## src/rtl/gpio_line_irq.sv

```systemverilog
module gpio_line_irq #(
  parameter int N_LINES = 4,
  parameter int ADDR_W  = 12,
  parameter int BASE    = 'h800
) (
  input  logic                clk,
  input  logic                rst_n,
  input  logic [ADDR_W-1:0]   bus_addr,
  input  logic                bus_wr,
  input  logic [63:0]         bus_wdata,
  output logic [63:0]         bus_rdata,
  input  logic [N_LINES-1:0]  line_in,
  input  logic [N_LINES-1:0]  cfg_invert,
  input  logic [N_LINES-1:0]  cfg_int_en,
  input  logic [N_LINES-1:0]  cfg_edge,
  output logic [N_LINES-1:0]  irq_out
);
  localparam int SLOT_W = ADDR_W - 3;

  logic [ADDR_W-1:0]  off;
  logic [SLOT_W-1:0]  slot;
  logic               hit;
  logic [N_LINES-1:0] pend, en, prev, sel;
  logic               unused_wdata;

  assign off  = bus_addr - ADDR_W'(BASE);
  assign slot = off[ADDR_W-1:3];
  assign hit  = (bus_addr >= ADDR_W'(BASE)) && (off[2:0] == 3'b000) &&
                (slot < SLOT_W'(N_LINES));
  assign unused_wdata = ^bus_wdata[63:4];
  assign irq_out = pend & en;

  always_comb begin
    bus_rdata = '0;
    for (int i = 0; i < N_LINES; i++)
      if (hit && slot == SLOT_W'(i))
        bus_rdata = {60'd0, en[i], 2'b00, pend[i]};
  end

  for (genvar i = 0; i < N_LINES; i++) begin : g_line
    logic q, det, set_p, clr_p, set_e, clr_e;

    assign sel[i] = bus_wr && hit && (slot == SLOT_W'(i));
    assign q      = line_in[i] ^ cfg_invert[i];
    assign det    = cfg_int_en[i] & q & (~cfg_edge[i] | ~prev[i]);
    assign set_p  = sel[i] & bus_wdata[1];
    assign clr_p  = sel[i] & bus_wdata[0];
    assign set_e  = sel[i] & bus_wdata[3];
    assign clr_e  = sel[i] & bus_wdata[2];

    always_ff @(posedge clk) begin
      if (!rst_n) begin
        pend[i] <= 1'b0;
        en[i]   <= 1'b0;
        prev[i] <= 1'b0;
      end else begin
        pend[i] <= set_p | (~clr_p & (pend[i] | det));
        en[i]   <= set_e | (~clr_e & en[i]);
        prev[i] <= q;
      end
    end

    AST_W1C_PEND: assert property (@(posedge clk) disable iff (!rst_n)
      (bus_wr && hit && slot == SLOT_W'(i) && bus_wdata[0] && !bus_wdata[1]) |=> !irq_out[i]);
    AST_W1S_PEND: assert property (@(posedge clk) disable iff (!rst_n)
      (bus_wr && hit && slot == SLOT_W'(i) && bus_wdata[1] && bus_wdata[3]) |=> irq_out[i]);
    AST_EN_CLR: assert property (@(posedge clk) disable iff (!rst_n)
      (bus_wr && hit && slot == SLOT_W'(i) && bus_wdata[2] && !bus_wdata[3]) |=> !irq_out[i]);
    AST_LEVEL_SET: assert property (@(posedge clk) disable iff (!rst_n)
      (cfg_int_en[i] && !cfg_edge[i] && (line_in[i] ^ cfg_invert[i]) && en[i] &&
       !(bus_wr && hit && slot == SLOT_W'(i) && (bus_wdata[0] || bus_wdata[2]))) |=> irq_out[i]);
    AST_NO_DETECT: assert property (@(posedge clk) disable iff (!rst_n)
      (!cfg_int_en[i] && !irq_out[i] && !bus_wr) |=> !irq_out[i] || $rose(en[i]));
  end
endmodule

```

## config.mk

```make
export PLATFORM = sky130hd
export DESIGN_NAME = gpio_line_irq
export DESIGN_NICKNAME = d
export VERILOG_FILES = /design/src/rtl/gpio_line_irq.sv
export SDC_FILE = /design/constraint.sdc
export NUM_CORES = 1
export LEC_CHECK = 0
export BUFFER_PORTS_ARGS = -buffer_cell sky130_fd_sc_hd__buf_2
export CORE_UTILIZATION = 28
export CTS_BUF_LIST = sky130_fd_sc_hd__clkbuf_4
export DETAILED_ROUTE_END_ITERATION = 7
export PLACE_DENSITY = 0.78
export SLEW_MARGIN = 20
export SYNTH_ARGS = -nofsm -noshare
export SYNTH_HDL_FRONTEND = slang
export SYNTH_SLANG_ARGS = --single-unit
export TNS_END_PERCENT = 30
```

## constraint.sdc

```tcl
create_clock -name clk -period 1.3 [get_ports clk]
set_clock_uncertainty 0.05 [all_clocks]
set_input_delay 0.26 -clock clk [delete_from_list [all_inputs] [get_ports clk]]
set_output_delay 0.26 -clock clk [all_outputs]
set_load 0.1 [all_outputs]
```

==> flow_summary.html, run 1 <==
<table>
<tr><th>Metric</th><th>Value</th></tr>
<tr><th colspan="2">Pwr</th></tr>
<tr><td>P_int</td><td>0.6099 mW</td></tr>
<tr><td>Power density over cell area</td><td>1039 nW/um^2</td></tr>
<tr><td>Sw frac</td><td>0.6206</td></tr>
<tr><td>Leakage power figure</td><td>0.8112 nW</td></tr>
<tr><td>Portion of total power attributed to the clock network</td><td>0.149</td></tr>
<tr><td>Largest vdd supply drop</td><td>459.2 uV</td></tr>
<tr><td>Sequential cell fraction of total power</td><td>0.249</td></tr>
<tr><td>Total power draw</td><td>1.607 mW</td></tr>
<tr><td>Net load switching power</td><td>0.9974 mW</td></tr>
<tr><td>Logic gate share of total power</td><td>0.602</td></tr>
<tr><th colspan="2">Worst setup path</th></tr>
<tr><td>Critical path origin</td><td>en[2]</td></tr>
<tr><td>Critical Path Start Type</td><td>flop</td></tr>
<tr><td>Count of buffering cells on the critical path with inverters included</td><td>1</td></tr>
<tr><td>Sort of element at the end of the critical path</td><td>primary output</td></tr>
<tr><td>RR Startpoint</td><td>prev[3]</td></tr>
<tr><td>Worst Reg2Reg Path Length in Cells</td><td>4</td></tr>
<tr><td>CP max-delay cell</td><td>sky130_fd_sc_hd__o41ai_4</td></tr>
<tr><td>CP cell instances</td><td>nand2b_1 &gt; and3_4 &gt; o41ai_4 &gt; buf_12</td></tr>
<tr><td>Worst endpoint required time</td><td>0.99 ns</td></tr>
<tr><td>Class of the most critical setup path</td><td>flop to primary output</td></tr>
<tr><td>Worst path max stage delay</td><td>0.39 ns</td></tr>
<tr><td>Critical Path Fanout Max</td><td>2</td></tr>
<tr><td>Largest delay share family, worst path</td><td>compound AO/OA/AOI/OAI gates</td></tr>
<tr><td>Worst endpoint data arrival time</td><td>1.46 ns</td></tr>
<tr><td>Number of gates on the worst path with buffers counted</td><td>4</td></tr>
<tr><th colspan="2">Yosys</th></tr>
<tr><td>Unique cell type count in the Yosys netlist</td><td>27</td></tr>
<tr><td>Post-Synthesis Cells</td><td>145</td></tr>
<tr><td>Cell Area, Synth</td><td>1164 um^2</td></tr>
<tr><td>Number of synthesized register bits</td><td>12</td></tr>
<tr><td>Count of yosys warnings during synthesis</td><td>0</td></tr>
<tr><td>Synthesized area per cell</td><td>8.025 um^2</td></tr>
<tr><td>Proportion of synthesized flip-flops having asynchronous set or reset</td><td>0</td></tr>
<tr><td>Leading register cell type out of synthesis</td><td>sky130_fd_sc_hd__dfxtp_1</td></tr>
<tr><td>EDFF count, synth</td><td>0</td></tr>
<tr><td>Sequential cell area fraction in the yosys report</td><td>0.2065</td></tr>
<tr><th colspan="2">Flow run</th></tr>
<tr><td>Reported max-cap violation count</td><td>0</td></tr>
<tr><th colspan="2">Layout</th></tr>
<tr><td>Layout Utilization</td><td>0.3866</td></tr>
<tr><td>Number of diodes</td><td>0</td></tr>
<tr><td>Final Cell Area</td><td>1546 um^2</td></tr>
<tr><td>Share of layout cells above drive strength 1</td><td>0.4069</td></tr>
<tr><td>Area growth syn-to-layout</td><td>32.90%</td></tr>
<tr><td>Final-stage net count</td><td>300</td></tr>
<tr><th colspan="2">Timing</th></tr>
<tr><td>Final critical-path setup slack</td><td>-0.4666 ns</td></tr>
<tr><td>Highest Clock Rate</td><td>566.1 MHz</td></tr>
<tr><td>Final critical delay including setup and external delays</td><td>1.767 ns</td></tr>
<tr><td>Final count of hold timing violations</td><td>0</td></tr>
<tr><td>RSZ-0062 raised after global routing</td><td>yes</td></tr>
<tr><td>Worst hold slack after final layout</td><td>0.2571 ns</td></tr>
<tr><td>Final critical-path share of the clock period</td><td>1.359</td></tr>
<tr><td>Final setup violation count</td><td>6</td></tr>
<tr><td>Max-slew violation total from the final report</td><td>0</td></tr>
<tr><td>Setup tns final</td><td>-1.142 ns</td></tr>
<tr><th colspan="2">Clock network</th></tr>
<tr><td>Hold buffer count at cts</td><td>0</td></tr>
<tr><td>Number of buffers created by CTS</td><td>3</td></tr>
<tr><td>Number of clock sinks seen by CTS</td><td>12</td></tr>
<tr><td>Worst-skew pair later-pin latency</td><td>0.27 ns</td></tr>
<tr><td>Cell chosen for the clock root</td><td>sky130_fd_sc_hd__clkbuf_4</td></tr>
<tr><td>Clk buf depth</td><td>2</td></tr>
<tr><td># H-tree levels</td><td>1</td></tr>
<tr><td>Clock transition time at the flip-flop clock pins of the worst setup and hold paths</td><td>0.08 ns</td></tr>
<tr><td>Clock tree from TritonCTS</td><td>built</td></tr>
<tr><th colspan="2">GRT</th></tr>
<tr><td>Total GRT Usage</td><td>0.1049</td></tr>
<tr><td>Largest net degree at the start of global routing</td><td>15</td></tr>
<tr><td>First-pass GRT wire length</td><td>3463 um</td></tr>
<tr><td>Antenna violations before repair</td><td>0</td></tr>
<tr><td>Via count of the first global-routing pass</td><td>815</td></tr>
<tr><td>Total congestion overflow after global routing</td><td>0</td></tr>
<tr><th colspan="2">Detailed routing</th></tr>
<tr><td>Routed via count</td><td>987</td></tr>
<tr><td>Total length of routed wires</td><td>2329 um</td></tr>
<tr><td>Initial DRT Pass Iterations</td><td>4</td></tr>
<tr><td>Detail-routed net length per standard cell</td><td>9.169 um</td></tr>
<tr><td>Remaining design rule violation count</td><td>0</td></tr>
<tr><td>Vias per Instance</td><td>3.886</td></tr>
<tr><td>Number of DRC violations after detailed-routing iteration 0</td><td>17</td></tr>
<tr><td>Antenna-violating nets left</td><td>0</td></tr>
<tr><th colspan="2">Die</th></tr>
<tr><td>Effective utilization at floorplan</td><td>0.2909</td></tr>
<tr><td>Overall die area</td><td>4418 um^2</td></tr>
<tr><td>Core Box Area</td><td>4000 um^2</td></tr>
<tr><td>Horizontal die dimension</td><td>66.47 um</td></tr>
<tr><td>Row count</td><td>23</td></tr>
<tr><td>Die Height</td><td>66.47 um</td></tr>
<tr><td>Boundary pin count</td><td>163</td></tr>
<tr><th colspan="2">Outcome</th></tr>
<tr><td>Outcome</td><td>finished, violations left</td></tr>
<tr><td>Violations in the final reports</td><td>negative setup slack</td></tr>
<tr><th colspan="2">Worst hold path</th></tr>
<tr><td>Launch point of the worst hold path</td><td>line_in[0]</td></tr>
<tr><td>Worst hold stages</td><td>3</td></tr>
<tr><td>Worst hold path class</td><td>input pin to flop</td></tr>
<tr><th colspan="2">Place</th></tr>
<tr><td>Placed standard-cell area</td><td>1425 um^2</td></tr>
<tr><td>DP Wirelength</td><td>1953 um</td></tr>
<tr><td>Global placer's final weighted congestion</td><td>0.7952</td></tr>
<tr><td>Quantity of I/O buffers inserted on ports</td><td>40</td></tr>
</table>
[routing by layer]
layer	track usage	up-vias	wire [um]
li1	-	489	-
met1	0.1177	442	931
met2	0.1913	56	1189
met3	0.02740	0	209
met4	0.03191	0	0
met5	0	-	0
[per-stage QoR]
step / setup slack (ns) / cells
3_5_place_dp: -0.4941 / 247
6_report: -0.4666 / 254
2_1_floorplan: -0.9797 / 206
5_1_grt: -0.5326 / 254
3_3_place_gp: -0.4693 / 247
4_1_cts: -0.4892 / 252
[cells by family after synthesis]
family                 after synthesis  share of synthesized area
buffers and inverters               64                     0.4065
AND/OR/NAND/NOR                     44                     0.2398
AO/OA/AOI/OAI                       20                     0.1140
flip-flops                          12                     0.2065
XOR/XNOR                             4                    0.03010
other                                1                   0.003223
[power groups by stage]
stage	clock (mW)	sequential (mW)	combinational, mW
floorplan	0	0.404	0.990
global placement	0	0.406	0.945
detailed placement	0	0.406	0.951
CTS	0.249	0.401	0.962
global route	0.277	0.404	1.00
finish	0.239	0.400	0.968
[worst paths after layout]
check / end / slack, ns
setup / recovery: bus_rdata[3] / -0.47
setup reg to reg: pend[3] / 0.34
hold reg to reg: en[3] / 0.47
hold / removal: prev[0] / 0.26
[synth_stat cells, types with 2 or more instances]
| cell type | instances | area [um^2] |
|---|---|---|
| sky130_fd_sc_hd__and2_1 | 8 | 50.05 |
| sky130_fd_sc_hd__a21oi_1 | 2 | 10.01 |
| sky130_fd_sc_hd__nor2_1 | 5 | 18.77 |
| sky130_fd_sc_hd__buf_4 | 62 | 465.5 |
| sky130_fd_sc_hd__dfxtp_1 | 12 | 240.2 |
| sky130_fd_sc_hd__and3_1 | 4 | 25.02 |
| sky130_fd_sc_hd__nand3_1 | 2 | 10.01 |
| sky130_fd_sc_hd__and3_2 | 2 | 15.01 |
| sky130_fd_sc_hd__clkbuf_1 | 2 | 7.510 |
| sky130_fd_sc_hd__o211ai_1 | 4 | 30.03 |
| sky130_fd_sc_hd__xor2_1 | 4 | 35.03 |
| sky130_fd_sc_hd__o41ai_1 | 2 | 17.52 |
| sky130_fd_sc_hd__nand4_1 | 2 | 12.51 |
| sky130_fd_sc_hd__nand2b_1 | 2 | 12.51 |
| sky130_fd_sc_hd__o21ai_1 | 2 | 10.01 |
| sky130_fd_sc_hd__nand2_1 | 10 | 37.54 |
| sky130_fd_sc_hd__nand4b_1 | 2 | 17.52 |
| sky130_fd_sc_hd__o221ai_1 | 4 | 35.03 |
| sky130_fd_sc_hd__o21ai_0 | 6 | 30.03 |
[worst reg2reg max path, cell delays in order, from the launching register on]
cell and delay [ns]:
sky130_fd_sc_hd__dfxtp_1 0.32, sky130_fd_sc_hd__nand2_1 0.04, sky130_fd_sc_hd__and3_1 0.19, sky130_fd_sc_hd__o221ai_1 0.16, sky130_fd_sc_hd__o21ai_1 0.09
[flip-flops by register name (all words and copies together), names as in the netlist]
signal	cells
en	4
pend	4
prev	4
[cells in the final DEF, fill, tap and decap left out, types with 5 or more instances in the layout]
cell | synthesis | routed
sky130_fd_sc_hd__buf_12 | 0 | 6
sky130_fd_sc_hd__buf_2 | 0 | 30
sky130_fd_sc_hd__buf_4 | 62 | 14
sky130_fd_sc_hd__buf_6 | 0 | 8
sky130_fd_sc_hd__conb_1 | 1 | 62
sky130_fd_sc_hd__dfxtp_2 | 0 | 8
sky130_fd_sc_hd__nand2_1 | 10 | 8
sky130_fd_sc_hd__nor2_1 | 5 | 5
sky130_fd_sc_hd__o21ai_1 | 2 | 5
[repair_timing]
| item | CTS | global route |
|---|---|---|
| setup endpoints to repair | 6 | 14 |
| pin swaps | 9 | 9 |
| setup buffers | 1 | 3 |
| gates resized for setup | 15 | 12 |
[cell type report]
class                   instances  area [um^2]
well taps                      50        62.56
clock buffers                   3        22.52
clock inverters                 1        3.754
multi-input cells             130        742.0
fillers                       436         2454
flip-flops and latches         12        250.2
repair buffers                 58        465.4
No activity file was read; power rests on OpenSTA's default activity.
==> run 2, diff against run 1 <==
Settings changed: CORE_AREA set to 2 2 63 65, CORE_UTILIZATION 28 to unset, CTS_BUF_LIST sky130_fd_sc_hd__clkbuf_4 to unset, DIE_AREA set to 0 0 65 67, MAX_ROUTING_LAYER set to met4, PLACE_DENSITY 0.78 to 0.84.
Clock period 1.3 ns to 2.1 ns, I/O delays scaled along.
==> run 2 against run 1 <==
Against the previous run: the run now ends clean; hold slack better by 0.21 ns; clock-buffer cell count up 1; first-iteration DRC count up 18%; global-route usage down 0.19 points; combinational power down 41%; power down 33%; sequential share of layout area up 1.7 points; final area down 13%; setup slack better by 0.48 ns; utilization down 1.5 points; critical path type is now input pin to primary output; critical endpoint is now bus_rdata[0]; highest routed layer is now met4.
==> flow_summary.html, run 2 (synthesis results as in run 1) <==
<table>
<tr><th>Metric</th><th>Value</th></tr>
<tr><th colspan="2">Outcome</th></tr>
<tr><td>Outcome</td><td>complete, no violations</td></tr>
<tr><th colspan="2">GRT</th></tr>
<tr><td>First-pass GRT wire length</td><td>3325 um</td></tr>
<tr><td>Largest net degree at the start of global routing</td><td>15</td></tr>
<tr><td>Total congestion overflow after global routing</td><td>0</td></tr>
<tr><td>Via count of the first global-routing pass</td><td>736</td></tr>
<tr><td>Antenna violations before repair</td><td>0</td></tr>
<tr><td>Total GRT Usage</td><td>0.1030</td></tr>
<tr><th colspan="2">Worst hold path</th></tr>
<tr><td>Worst hold path class</td><td>input pin to flop</td></tr>
<tr><th colspan="2">Timing</th></tr>
<tr><td>RSZ-0062 raised after global routing</td><td>yes</td></tr>
<tr><td>Highest Clock Rate</td><td>478.5 MHz</td></tr>
<tr><td>Final critical-path share of the clock period</td><td>0.9953</td></tr>
<tr><td>Final setup violation count</td><td>0</td></tr>
<tr><td>Max-slew violation total from the final report</td><td>0</td></tr>
<tr><td>Final count of hold timing violations</td><td>0</td></tr>
<tr><td>Final critical delay including setup and external delays</td><td>2.090 ns</td></tr>
<tr><td>Worst hold slack after final layout</td><td>0.4626 ns</td></tr>
<tr><th colspan="2">Clock network</th></tr>
<tr><td>Cell chosen for the clock root</td><td>sky130_fd_sc_hd__clkbuf_8</td></tr>
<tr><td>Hold buffer count at cts</td><td>0</td></tr>
<tr><td>Clock transition time at the flip-flop clock pins of the worst setup and hold paths</td><td>0.05 ns</td></tr>
<tr><td>Worst-skew pair later-pin latency</td><td>0.24 ns</td></tr>
<tr><td>Clock tree from TritonCTS</td><td>built</td></tr>
<tr><td># H-tree levels</td><td>1</td></tr>
<tr><td>Clk buf depth</td><td>2</td></tr>
<tr><td>Number of clock sinks seen by CTS</td><td>12</td></tr>
<tr><td>Number of buffers created by CTS</td><td>3</td></tr>
<tr><th colspan="2">Layout</th></tr>
<tr><td>Area taken by flip-flops and latches</td><td>240.2 um^2</td></tr>
<tr><td>Most frequent cells in the layout</td><td>sky130_fd_sc_hd__conb_1 (62), sky130_fd_sc_hd__buf_2 (38), sky130_fd_sc_hd__dfxtp_1 (12), sky130_fd_sc_hd__and2_1 (8), sky130_fd_sc_hd__nand2_1 (7)</td></tr>
<tr><td>Registers with the most flip-flops</td><td>en x4, pend x4, prev x4</td></tr>
<tr><td>Combined area of the multi-input logic cells</td><td>725.7 um^2</td></tr>
<tr><td>Share of layout cells above drive strength 1</td><td>0.3053</td></tr>
<tr><td>Most common cell after layout, fill and taps aside</td><td>sky130_fd_sc_hd__conb_1</td></tr>
<tr><td>Filler Cells Inserted</td><td>400</td></tr>
<tr><td>Number of diodes</td><td>0</td></tr>
<tr><td>Final-stage net count</td><td>286</td></tr>
<tr><td>Area growth syn-to-layout</td><td>15.27%</td></tr>
<tr><th colspan="2">Detailed routing</th></tr>
<tr><td>Detail-routed net length per standard cell</td><td>9.475 um</td></tr>
<tr><td>Number of DRC violations after detailed-routing iteration 0</td><td>20</td></tr>
<tr><td>Routed via count</td><td>944</td></tr>
<tr><td>Vias per Instance</td><td>3.966</td></tr>
<tr><td>Antenna-violating nets left</td><td>0</td></tr>
<tr><td>Total length of routed wires</td><td>2255 um</td></tr>
<tr><td>Initial DRT Pass Iterations</td><td>4</td></tr>
<tr><td>Remaining design rule violation count</td><td>0</td></tr>
<tr><th colspan="2">Worst setup path</th></tr>
<tr><td>Worst path max stage delay</td><td>0.43 ns</td></tr>
<tr><td>CP cell instances</td><td>buf_2 &gt; nor4b_4 &gt; nand2_2 &gt; o41ai_4 &gt; buf_12</td></tr>
<tr><td>CP max-delay cell</td><td>sky130_fd_sc_hd__o41ai_4</td></tr>
<tr><td>Worst endpoint data arrival time</td><td>1.62 ns</td></tr>
<tr><td>Critical Path Fanout Max</td><td>2</td></tr>
<tr><td>Worst endpoint required time</td><td>1.63 ns</td></tr>
<tr><td>Class of the most critical setup path</td><td>input pin to primary output</td></tr>
<tr><td>Sort of element at the end of the critical path</td><td>primary output</td></tr>
<tr><td>Critical Path Start Type</td><td>input pin</td></tr>
<tr><th colspan="2">Die</th></tr>
<tr><td>Core Box Area</td><td>3606 um^2</td></tr>
<tr><td>Boundary pin count</td><td>163</td></tr>
<tr><td>Horizontal die dimension</td><td>65 um</td></tr>
<tr><td>Row count</td><td>22</td></tr>
<tr><td>Effective utilization at floorplan</td><td>0.3227</td></tr>
<tr><td>Die Height</td><td>67 um</td></tr>
<tr><td>Overall die area</td><td>4355 um^2</td></tr>
<tr><th colspan="2">Flow run</th></tr>
<tr><td>Reported max-cap violation count</td><td>0</td></tr>
<tr><th colspan="2">Place</th></tr>
<tr><td>Quantity of I/O buffers inserted on ports</td><td>40</td></tr>
<tr><td>Global placer's final weighted congestion</td><td>0.7287</td></tr>
<tr><td>DP Wirelength</td><td>1964 um</td></tr>
<tr><th colspan="2">Pwr</th></tr>
<tr><td>Portion of total power attributed to the clock network</td><td>0.232</td></tr>
<tr><td>Leakage power figure</td><td>0.6765 nW</td></tr>
<tr><td>Logic gate share of total power</td><td>0.536</td></tr>
<tr><td>Largest vdd supply drop</td><td>408.9 uV</td></tr>
<tr><td>Total power draw</td><td>1.073 mW</td></tr>
<tr><td>Sequential cell fraction of total power</td><td>0.232</td></tr>
<tr><td>Sw frac</td><td>0.5760</td></tr>
<tr><td>Net load switching power</td><td>0.6182 mW</td></tr>
<tr><td>P_int</td><td>0.4550 mW</td></tr>
<tr><td>Power density over cell area</td><td>800.2 nW/um^2</td></tr>
</table>
## run 2: layer usage
layer	global-route usage	wire, um	vias up	part of all wire
met1	0.1289	956	400	0.42
met2	0.1598	972	75	0.43
met3	0.02027	289	5	0.13
met4	0.04787	36	0	0.016
li1	-	-	464	-
met5	-	0	-	0
## run 2: stage by stage
stage | std cells | setup slack (ns) | util | area [um^2] | TNS, ns
final | 238 | 0.009916 | 0.3720 | 1341 | 0
after global placement | 232 | -0.006201 | 0.3508 | 1265 | -0.01126
after CTS | 238 | -0.002174 | 0.3709 | 1338 | -0.002174
after floorplan | 206 | -0.4997 | - | 1433 | -0.9994
after global routing | 238 | -0.03209 | 0.3720 | 1341 | -0.05416
after detailed placement | 232 | -0.02758 | 0.3508 | 1265 | -0.04108
## run 2: final timing paths
path,startpoint,endpoint,slack [ns],cells after the start
max,bus_addr[2],bus_rdata[0],0.01,5
min,line_in[3],prev[3],0.46,3
max reg2reg,prev[3],pend[3],1.14,4
min reg2reg,en[3],en[3],0.47,2
## run 2: cell type report
| class | count | share of cell area |
|---|---|---|
| well taps | 48 | 0.04478 |
| multi-input cells | 130 | 0.5410 |
| clock buffers | 4 | 0.04104 |
| flip-flops and latches | 12 | 0.1791 |
| repair buffers | 44 | 0.1940 |
## run 2: repair_timing
| item | CTS | global route |
|---|---|---|
| pin swaps | 1 | 1 |
| endpoints found under the hold margin | 0 | 0 |
| gates resized for setup | 1 | 2 |
| buffers inserted | 2 | 0 |
| setup endpoints to repair | 2 | 2 |
| cloned | 0 | 0 |
## run 2: power by group through the flow
| stage | clock network [mW] | registers (mW) | logic, mW |
|---|---|---|---|
| 4_1_cts | 0.254 | 0.248 | 0.573 |
| 2_1_floorplan | 0 | 0.250 | 0.613 |
| 6_report | 0.249 | 0.249 | 0.575 |
| 3_5_place_dp | 0 | 0.253 | 0.571 |
| 3_3_place_gp | 0 | 0.253 | 0.568 |
| 5_1_grt | 0.270 | 0.250 | 0.593 |
## run 2: critical path: cells and delay by family
family | cells | cell delay [ns]
and+or+nand+nor | 2 | 0.43
AOI/OAI and AO/OA | 1 | 0.43
buffers and inverters | 2 | 0.33
